### config.mk
export PLATFORM = sky130hd
export DESIGN_NAME = inv_ack_tracker
export DESIGN_NICKNAME = d
export VERILOG_FILES = /design/src/rtl/ack_trk_pkg.sv /design/src/rtl/ack_classify.sv /design/src/rtl/ack_counter.sv /design/src/rtl/inv_ack_tracker.sv
export SDC_FILE = /design/constraint.sdc
export NUM_CORES = 1
export LEC_CHECK = 0
export BUFFER_PORTS_ARGS = -buffer_cell sky130_fd_sc_hd__clkbuf_2
export CAP_MARGIN = 20
export CORE_UTILIZATION = 40
export DETAILED_ROUTE_END_ITERATION = 16
export PLACE_DENSITY = 0.67
export SLEW_MARGIN = 20
export SYNTH_ARGS = -nofsm -noshare
export SYNTH_HDL_FRONTEND = slang
export SYNTH_SLANG_ARGS = --single-unit
### constraint.sdc
create_clock -name clk -period 2.5 [get_ports clk]
set_input_delay 0.25 -clock clk [delete_from_list [all_inputs] [get_ports clk]]
set_output_delay 0.25 -clock clk [all_outputs]
set_load 0.01 [all_outputs]
### src/rtl/ack_trk_pkg.sv
// Package: shared types for the invalidation-ack tracker.
// Assumes: event codes are decoded by the consuming controller as listed.
package ack_trk_pkg;

    typedef enum logic [2:0] {
        EV_DIR_NOACK = 3'd0,
        EV_DIR_ACKS  = 3'd1,
        EV_OWNER     = 3'd2,
        EV_ACK       = 3'd3,
        EV_LAST_ACK  = 3'd4
    } trk_event_e;

    typedef enum logic [1:0] {
        RK_DATA = 2'd0,
        RK_INV  = 2'd1
    } rsp_kind_e;

    typedef enum logic [1:0] {
        OP_HOLD  = 2'd0,
        OP_LOAD  = 2'd1,
        OP_DEC   = 2'd2,
        OP_CLEAR = 2'd3
    } cnt_op_e;

endpackage

### src/rtl/ack_classify.sv
// Module: ack_classify
// Turns one response and the effective ack count into an event, an error
// flag and a counter operation. Purely combinational.
// Assumes: cnt_eff already reflects a same-cycle transaction start.
module ack_classify
    import ack_trk_pkg::*;
#(
    parameter int MAX_SHARERS = 15,
    parameter int ACK_W       = $clog2(MAX_SHARERS + 1),
    parameter int CNT_W       = ACK_W + 1
) (
    input  logic                    rsp_valid,
    input  logic                    rsp_from_dir,
    input  logic [1:0]              rsp_kind,
    input  logic [ACK_W-1:0]        rsp_acks,
    input  logic signed [CNT_W-1:0] cnt_eff,
    output logic                    evt_fire,
    output trk_event_e              evt_code,
    output logic                    err,
    output cnt_op_e                 cnt_op,
    output logic signed [CNT_W-1:0] load_val
);

    localparam int SUM_W = CNT_W + 1;
    localparam logic signed [SUM_W-1:0] SUM_MAX = SUM_W'(MAX_SHARERS);
    localparam logic signed [CNT_W-1:0] CNT_MIN = CNT_W'(-MAX_SHARERS);
    localparam logic signed [CNT_W-1:0] CNT_ONE = CNT_W'(1);

    logic signed [SUM_W-1:0] sum;

    // Reconciled count: carried acks plus acks already seen (negative).
    always_comb begin
        sum = $signed({{(SUM_W-ACK_W){1'b0}}, rsp_acks}) + SUM_W'(cnt_eff);
    end

    // Decide the event, the error and what the counter does next.
    always_comb begin
        evt_fire = 1'b0;
        evt_code = EV_DIR_NOACK;
        err      = 1'b0;
        cnt_op   = OP_HOLD;
        load_val = CNT_W'(sum);
        if (rsp_valid) begin
            if (rsp_from_dir) begin
                if (rsp_kind != RK_DATA) begin
                    err = 1'b1;
                end else if (sum < 0 || sum > SUM_MAX) begin
                    err = 1'b1;
                end else if (sum == 0) begin
                    evt_fire = 1'b1;
                    evt_code = EV_DIR_NOACK;
                    cnt_op   = OP_CLEAR;
                end else begin
                    evt_fire = 1'b1;
                    evt_code = EV_DIR_ACKS;
                    cnt_op   = OP_LOAD;
                end
            end else begin
                if (rsp_kind == RK_DATA) begin
                    evt_fire = 1'b1;
                    evt_code = EV_OWNER;
                    cnt_op   = OP_CLEAR;
                end else if (rsp_kind == RK_INV) begin
                    if (cnt_eff == CNT_ONE) begin
                        evt_fire = 1'b1;
                        evt_code = EV_LAST_ACK;
                        cnt_op   = OP_CLEAR;
                    end else if (cnt_eff == CNT_MIN) begin
                        err = 1'b1;
                    end else begin
                        evt_fire = 1'b1;
                        evt_code = EV_ACK;
                        cnt_op   = OP_DEC;
                    end
                end else begin
                    err = 1'b1;
                end
            end
        end
    end


    always_comb begin
        illegal_kind_chk: assert (!(rsp_valid && rsp_kind[1]) || (err && !evt_fire));
    end

endmodule

### src/rtl/ack_counter.sv
// Module: ack_counter
// Signed register holding the acknowledgements still owed. A start pulse
// clears it before the operation for the same cycle is applied.
// Assumes: the operation was derived from the cleared value when start is high.
module ack_counter
    import ack_trk_pkg::*;
#(
    parameter int MAX_SHARERS = 15,
    parameter int CNT_W       = $clog2(MAX_SHARERS + 1) + 1
) (
    input  logic                    clk,
    input  logic                    rst_n,
    input  logic                    start,
    input  cnt_op_e                 op,
    input  logic signed [CNT_W-1:0] load_val,
    output logic signed [CNT_W-1:0] cnt,
    output logic signed [CNT_W-1:0] cnt_eff
);

    localparam logic signed [CNT_W-1:0] CNT_LIM = CNT_W'(MAX_SHARERS);

    logic signed [CNT_W-1:0] cnt_nxt;

    // Count seen by this cycle's response.
    always_comb begin
        cnt_eff = start ? '0 : cnt;
    end

    // Apply the requested counter operation.
    always_comb begin
        unique case (op)
            OP_LOAD:  cnt_nxt = load_val;
            OP_DEC:   cnt_nxt = cnt_eff - CNT_W'(1);
            OP_CLEAR: cnt_nxt = '0;
            default:  cnt_nxt = cnt_eff;
        endcase
    end

    // Counter register, synchronous active-low reset.
    always_ff @(posedge clk) begin
        if (!rst_n) cnt <= '0;
        else        cnt <= cnt_nxt;
    end


    cnt_range_chk: assert property (@(posedge clk) disable iff (!rst_n)
        (cnt <= CNT_LIM) && (cnt >= -CNT_LIM));


    start_clear_chk: assert property (@(posedge clk) disable iff (!rst_n)
        (start && op == OP_HOLD) |=> (cnt == 0));


    dec_step_chk: assert property (@(posedge clk) disable iff (!rst_n)
        (!start && op == OP_DEC) |=> (cnt == $past(cnt) - CNT_W'(1)));

endmodule

### src/rtl/inv_ack_tracker.sv
// Module: inv_ack_tracker (top)
// Classifies coherence responses for one in-flight write miss and tracks
// the signed invalidation-ack count. Events and errors are registered and
// appear the cycle after their response.
// Assumes: at most one response per cycle; txn_start marks allocation.
module inv_ack_tracker
    import ack_trk_pkg::*;
#(
    parameter int MAX_SHARERS = 15,
    parameter int ACK_W       = $clog2(MAX_SHARERS + 1),
    parameter int CNT_W       = ACK_W + 1
) (
    input  logic                    clk,
    input  logic                    rst_n,
    input  logic                    txn_start,
    input  logic                    rsp_valid,
    input  logic                    rsp_from_dir,
    input  logic [1:0]              rsp_kind,
    input  logic [ACK_W-1:0]        rsp_acks,
    output logic                    evt_valid,
    output logic [2:0]              evt_code,
    output logic                    proto_err,
    output logic signed [CNT_W-1:0] pending_acks
);

    logic signed [CNT_W-1:0] cnt_eff;
    logic signed [CNT_W-1:0] load_val;
    logic                    c_fire;
    logic                    c_err;
    trk_event_e              c_code;
    cnt_op_e                 c_op;

    ack_counter #(
        .MAX_SHARERS (MAX_SHARERS),
        .CNT_W       (CNT_W)
    ) u_counter (
        .clk      (clk),
        .rst_n    (rst_n),
        .start    (txn_start),
        .op       (c_op),
        .load_val (load_val),
        .cnt      (pending_acks),
        .cnt_eff  (cnt_eff)
    );

    ack_classify #(
        .MAX_SHARERS (MAX_SHARERS),
        .ACK_W       (ACK_W),
        .CNT_W       (CNT_W)
    ) u_classify (
        .rsp_valid    (rsp_valid),
        .rsp_from_dir (rsp_from_dir),
        .rsp_kind     (rsp_kind),
        .rsp_acks     (rsp_acks),
        .cnt_eff      (cnt_eff),
        .evt_fire     (c_fire),
        .evt_code     (c_code),
        .err          (c_err),
        .cnt_op       (c_op),
        .load_val     (load_val)
    );

    // Register the event and error outputs.
    always_ff @(posedge clk) begin
        if (!rst_n) begin
            evt_valid <= 1'b0;
            evt_code  <= 3'd0;
            proto_err <= 1'b0;
        end else begin
            evt_valid <= c_fire;
            evt_code  <= c_fire ? c_code : 3'd0;
            proto_err <= c_err;
        end
    end


    evt_err_excl_chk: assert property (@(posedge clk) disable iff (!rst_n)
        !(evt_valid && proto_err));


    no_rsp_quiet_chk: assert property (@(posedge clk) disable iff (!rst_n)
        !rsp_valid |=> (!evt_valid && !proto_err));


    last_ack_zero_chk: assert property (@(posedge clk) disable iff (!rst_n)
        (evt_valid && evt_code == EV_LAST_ACK) |-> (pending_acks == 0));


    load_pos_chk: assert property (@(posedge clk) disable iff (!rst_n)
        (evt_valid && evt_code == EV_DIR_ACKS) |-> (pending_acks > 0));


    err_hold_chk: assert property (@(posedge clk) disable iff (!rst_n)
        (rsp_valid && !txn_start && c_err) |=> $stable(pending_acks));

endmodule

==> results.md <==
* Most frequent cells in the layout: sky130_fd_sc_hd__clkbuf_2, sky130_fd_sc_hd__dfxtp_1, sky130_fd_sc_hd__nor2_1
* Endpoint of the lowest-slack register-to-register path: u_counter.cnt[2]
* Post-DR wirelength/cell at 15.0 um
* Mapped Area at 962 um^2
* Sum of negative setup slack at 0 ns
* Crit-path max FO at 5
* Full die area at 2610 um^2
* Clock tree root driver cell: sky130_fd_sc_hd__clkbuf_4
* Hold EP: evt_code[1]
* Post-Place Cell Area at 1100 um^2
* Ratio of total power to cell area at 407 nW/um^2
* I/O pin count at 21
* Leading cell type in the layout, fill and taps excluded: sky130_fd_sc_hd__clkbuf_2
* Die span in x at 51.0 um
* Placed cell count at 158
* Critical path class: reg -> reg
* Final routed DRC violation total at 0
* Overall fraction of global-route tracks in use at 21.2%
* Number of failing hold endpoints at the final stage at 0
* Leakage at 0.513 nW
* Placeable core area at 2230 um^2
* Number of nets still failing antenna checks after routing at 0
* Deepest level of the CTS H-tree at 1
* Final nets at 150
* Required time of the critical path at 2.66 ns
* Worst Hold Slack at 0.277 ns
* Share of flip-flops with an asynchronous set or reset at 0%
* GP Congestion at 0.799
* Most used flip-flop cell after synthesis: sky130_fd_sc_hd__dfxtp_1
* Power consumption at 476 uW
* Hold Path Depth at 2
* Final standard cell area without fillers at 1170 um^2
* Number of synthesized register bits at 10
* Area added between synthesis and finish at 21.5%
* Hold bufs inserted after CTS at 0
* Post-detail-place hpwl at 1.86 mm
* Kind of capture point of the worst setup path: flop
* Count of TritonRoute iterations in the first routing pass at 4
* Detailed-route wire length at 2.43 mm
* Initial core utilization at 43.1%
* Nature of the critical path startpoint: flop
* Clock slew seen by the registers of the worst setup and hold paths at 0.07 ns
* Fraction of final layout cells sized beyond drive strength 1 at 38.8%
* Synthesized instance count at 110
* Result of the run: finished clean
* CP arrival at 2.57 ns
* Global-route wire length before repair at 4.05 mm
* Worst reg2reg path startpoint: u_counter.cnt[0]
* Hold Startpoint: rsp_kind[0]
* Maximum resistive drop on vdd at 0.273 mV
* Count of flip-flops with a built-in enable after synthesis at 0
* Routed via count divided by cell count at 5.84
* YS warnings at 0
* Register-to-register path setup slack at 0.09 ns
* GR Overflow Total at 0
* Number of distinct library cell variants in the gate-level netlist after synthesis at 60
* Final setup fails at 0
* RSZ-0062 raised after global routing: true
* Number of buffer cells added on primary ports at 20
* Syn nets at 125
* DRC violation total after the first TritonRoute iteration at 23
* Largest net degree at the start of global routing at 15
* Maximum achievable frequency at 0.414 GHz
* Maximum root-to-sink buffer count at 2
* Worst min-delay path category: in -> reg
* Clock insertion delay at the later pin of the skew report at 0.27 ns
* Detailed-route via count at 946
* Die Ht at 51.0 um
* Clock sink count at 10
* Sequential-to-total area share from yosys stat at 20.8%
* Inserted Clock Buffers at 3
* Placement row count at 17
* Worst Max-Slew Pin Slew at 0.389 ns
* Logic depth of the worst register-to-register path at 10
* Via count of the first global-routing pass at 917
* CTS tree: yes
* Final cell count without fillers at 162
* Number of antenna violations at the first check in global routing at 0
* Shortest clock period the worst path allows after layout at 2.41 ns
* Post-route clock period utilization at 96.5%
* Antenna diode instance count at 0
* Final Slew Violations at 0
* Mean post-synth cell area at 8.75 um^2
* Number of maximum-capacitance violations at 0
* Rel. slew slack at 73.8%
* Buffers inserted by post-CTS timing repair at 0
* Setup Skew at 0.00747 ns
[synthesized netlist by cell type (all sizes together), types with 3 or more instances]
cell / count / area share [%]
nor2b: 3 / 2.0
dfxtp: 10 / 21
inv: 6 / 2.3
o31ai: 3 / 2.3
nand2b: 4 / 2.6
o21ai: 5 / 3.0
nand2: 6 / 2.3
ha: 4 / 5.2
nand3: 3 / 2.1
o211ai: 3 / 2.9
nor2: 9 / 3.8
buf: 6 / 6.0
a21oi: 4 / 2.1
nor3: 3 / 2.1
[cell families after synthesis]
group,Yosys count,synth area share (%)
buffers and inverters,13,8.71
flip-flops,10,20.8
adder cells (fa/ha/maj),5,6.24
XOR/XNOR,4,3.64
AND/OR/NAND/NOR,41,26.9
AO/OA/AOI/OAI,37,33.7
[through the flow]
| step | util, % | worst slack, ns |
|---|---|---|
| after floorplan | - | 0.000325 |
| after global placement | 49.3 | 0.0878 |
| after detailed placement | 49.3 | 0.0638 |
| after CTS | 50.9 | 0.0616 |
| after global routing | 52.3 | -0.0149 |
| final | 52.3 | 0.0869 |
[repair_timing]
item | in CTS | in global routing
gates resized for setup | 0 | 7
endpoints found under the hold margin | 0 | 0
endpoints found under the setup margin | 0 | 5
[how the worst max path moves through the flow]
stage,from,cells past startpoint,end,slack (ns)
after global placement,txn_start,12,u_counter.cnt[4],0.09
after CTS,u_counter.cnt[0],11,u_counter.cnt[3],0.06
after global routing,u_counter.cnt[0],11,u_counter.cnt[3],-0.01
final,u_counter.cnt[0],10,u_counter.cnt[2],0.09
after floorplan,u_counter.cnt[1],11,u_counter.cnt[4],0.0003
after detailed placement,txn_start,12,u_counter.cnt[3],0.06
[layer usage]
metal / vias up / part of all wire, % / GRT usage [%]
li1: 465 / - / -
met1: 435 / 41 / 24.5
met2: 42 / 51 / 35.5
met3: 4 / 7.1 / 5.95
met4: 0 / 1.4 / 10.2
met5: - / 0 / 0
[flip-flops by register name (all words and copies together) (netlist names)]
register,flops
proto_err,1
u_counter.cnt,5
evt_valid,1
evt_code,3
[power breakdown]
part	switching (mW)	internal (mW)	leakage (nW)
logic	0.0864	0.0669	0.410
clock network	0.0587	0.0885	0.0210
registers	0.00829	0.167	0.0821
[critical path, stage by stage (launching register included)]
cell                        delay, ns
sky130_fd_sc_hd__dfxtp_2         0.37
sky130_fd_sc_hd__nand2b_1        0.09
sky130_fd_sc_hd__inv_1           0.08
sky130_fd_sc_hd__ha_1            0.18
sky130_fd_sc_hd__buf_4           0.13
sky130_fd_sc_hd__a21oi_1         0.06
sky130_fd_sc_hd__or3b_4          0.40
sky130_fd_sc_hd__a31oi_1         0.26
sky130_fd_sc_hd__o211ai_1        0.23
sky130_fd_sc_hd__a2111oi_2       0.43
sky130_fd_sc_hd__nor3b_2         0.09
[layout make-up]
type,count,area (um^2)
Fill cell,209,1060
Timing Repair Buffer,27,165
Tap cell,28,35.0
Sequential cell,10,201
Clock buffer,4,36.3
Multi-Input combinational cell,87,708
Inverter,6,22.5
Power figures use the tool's default switching activity.
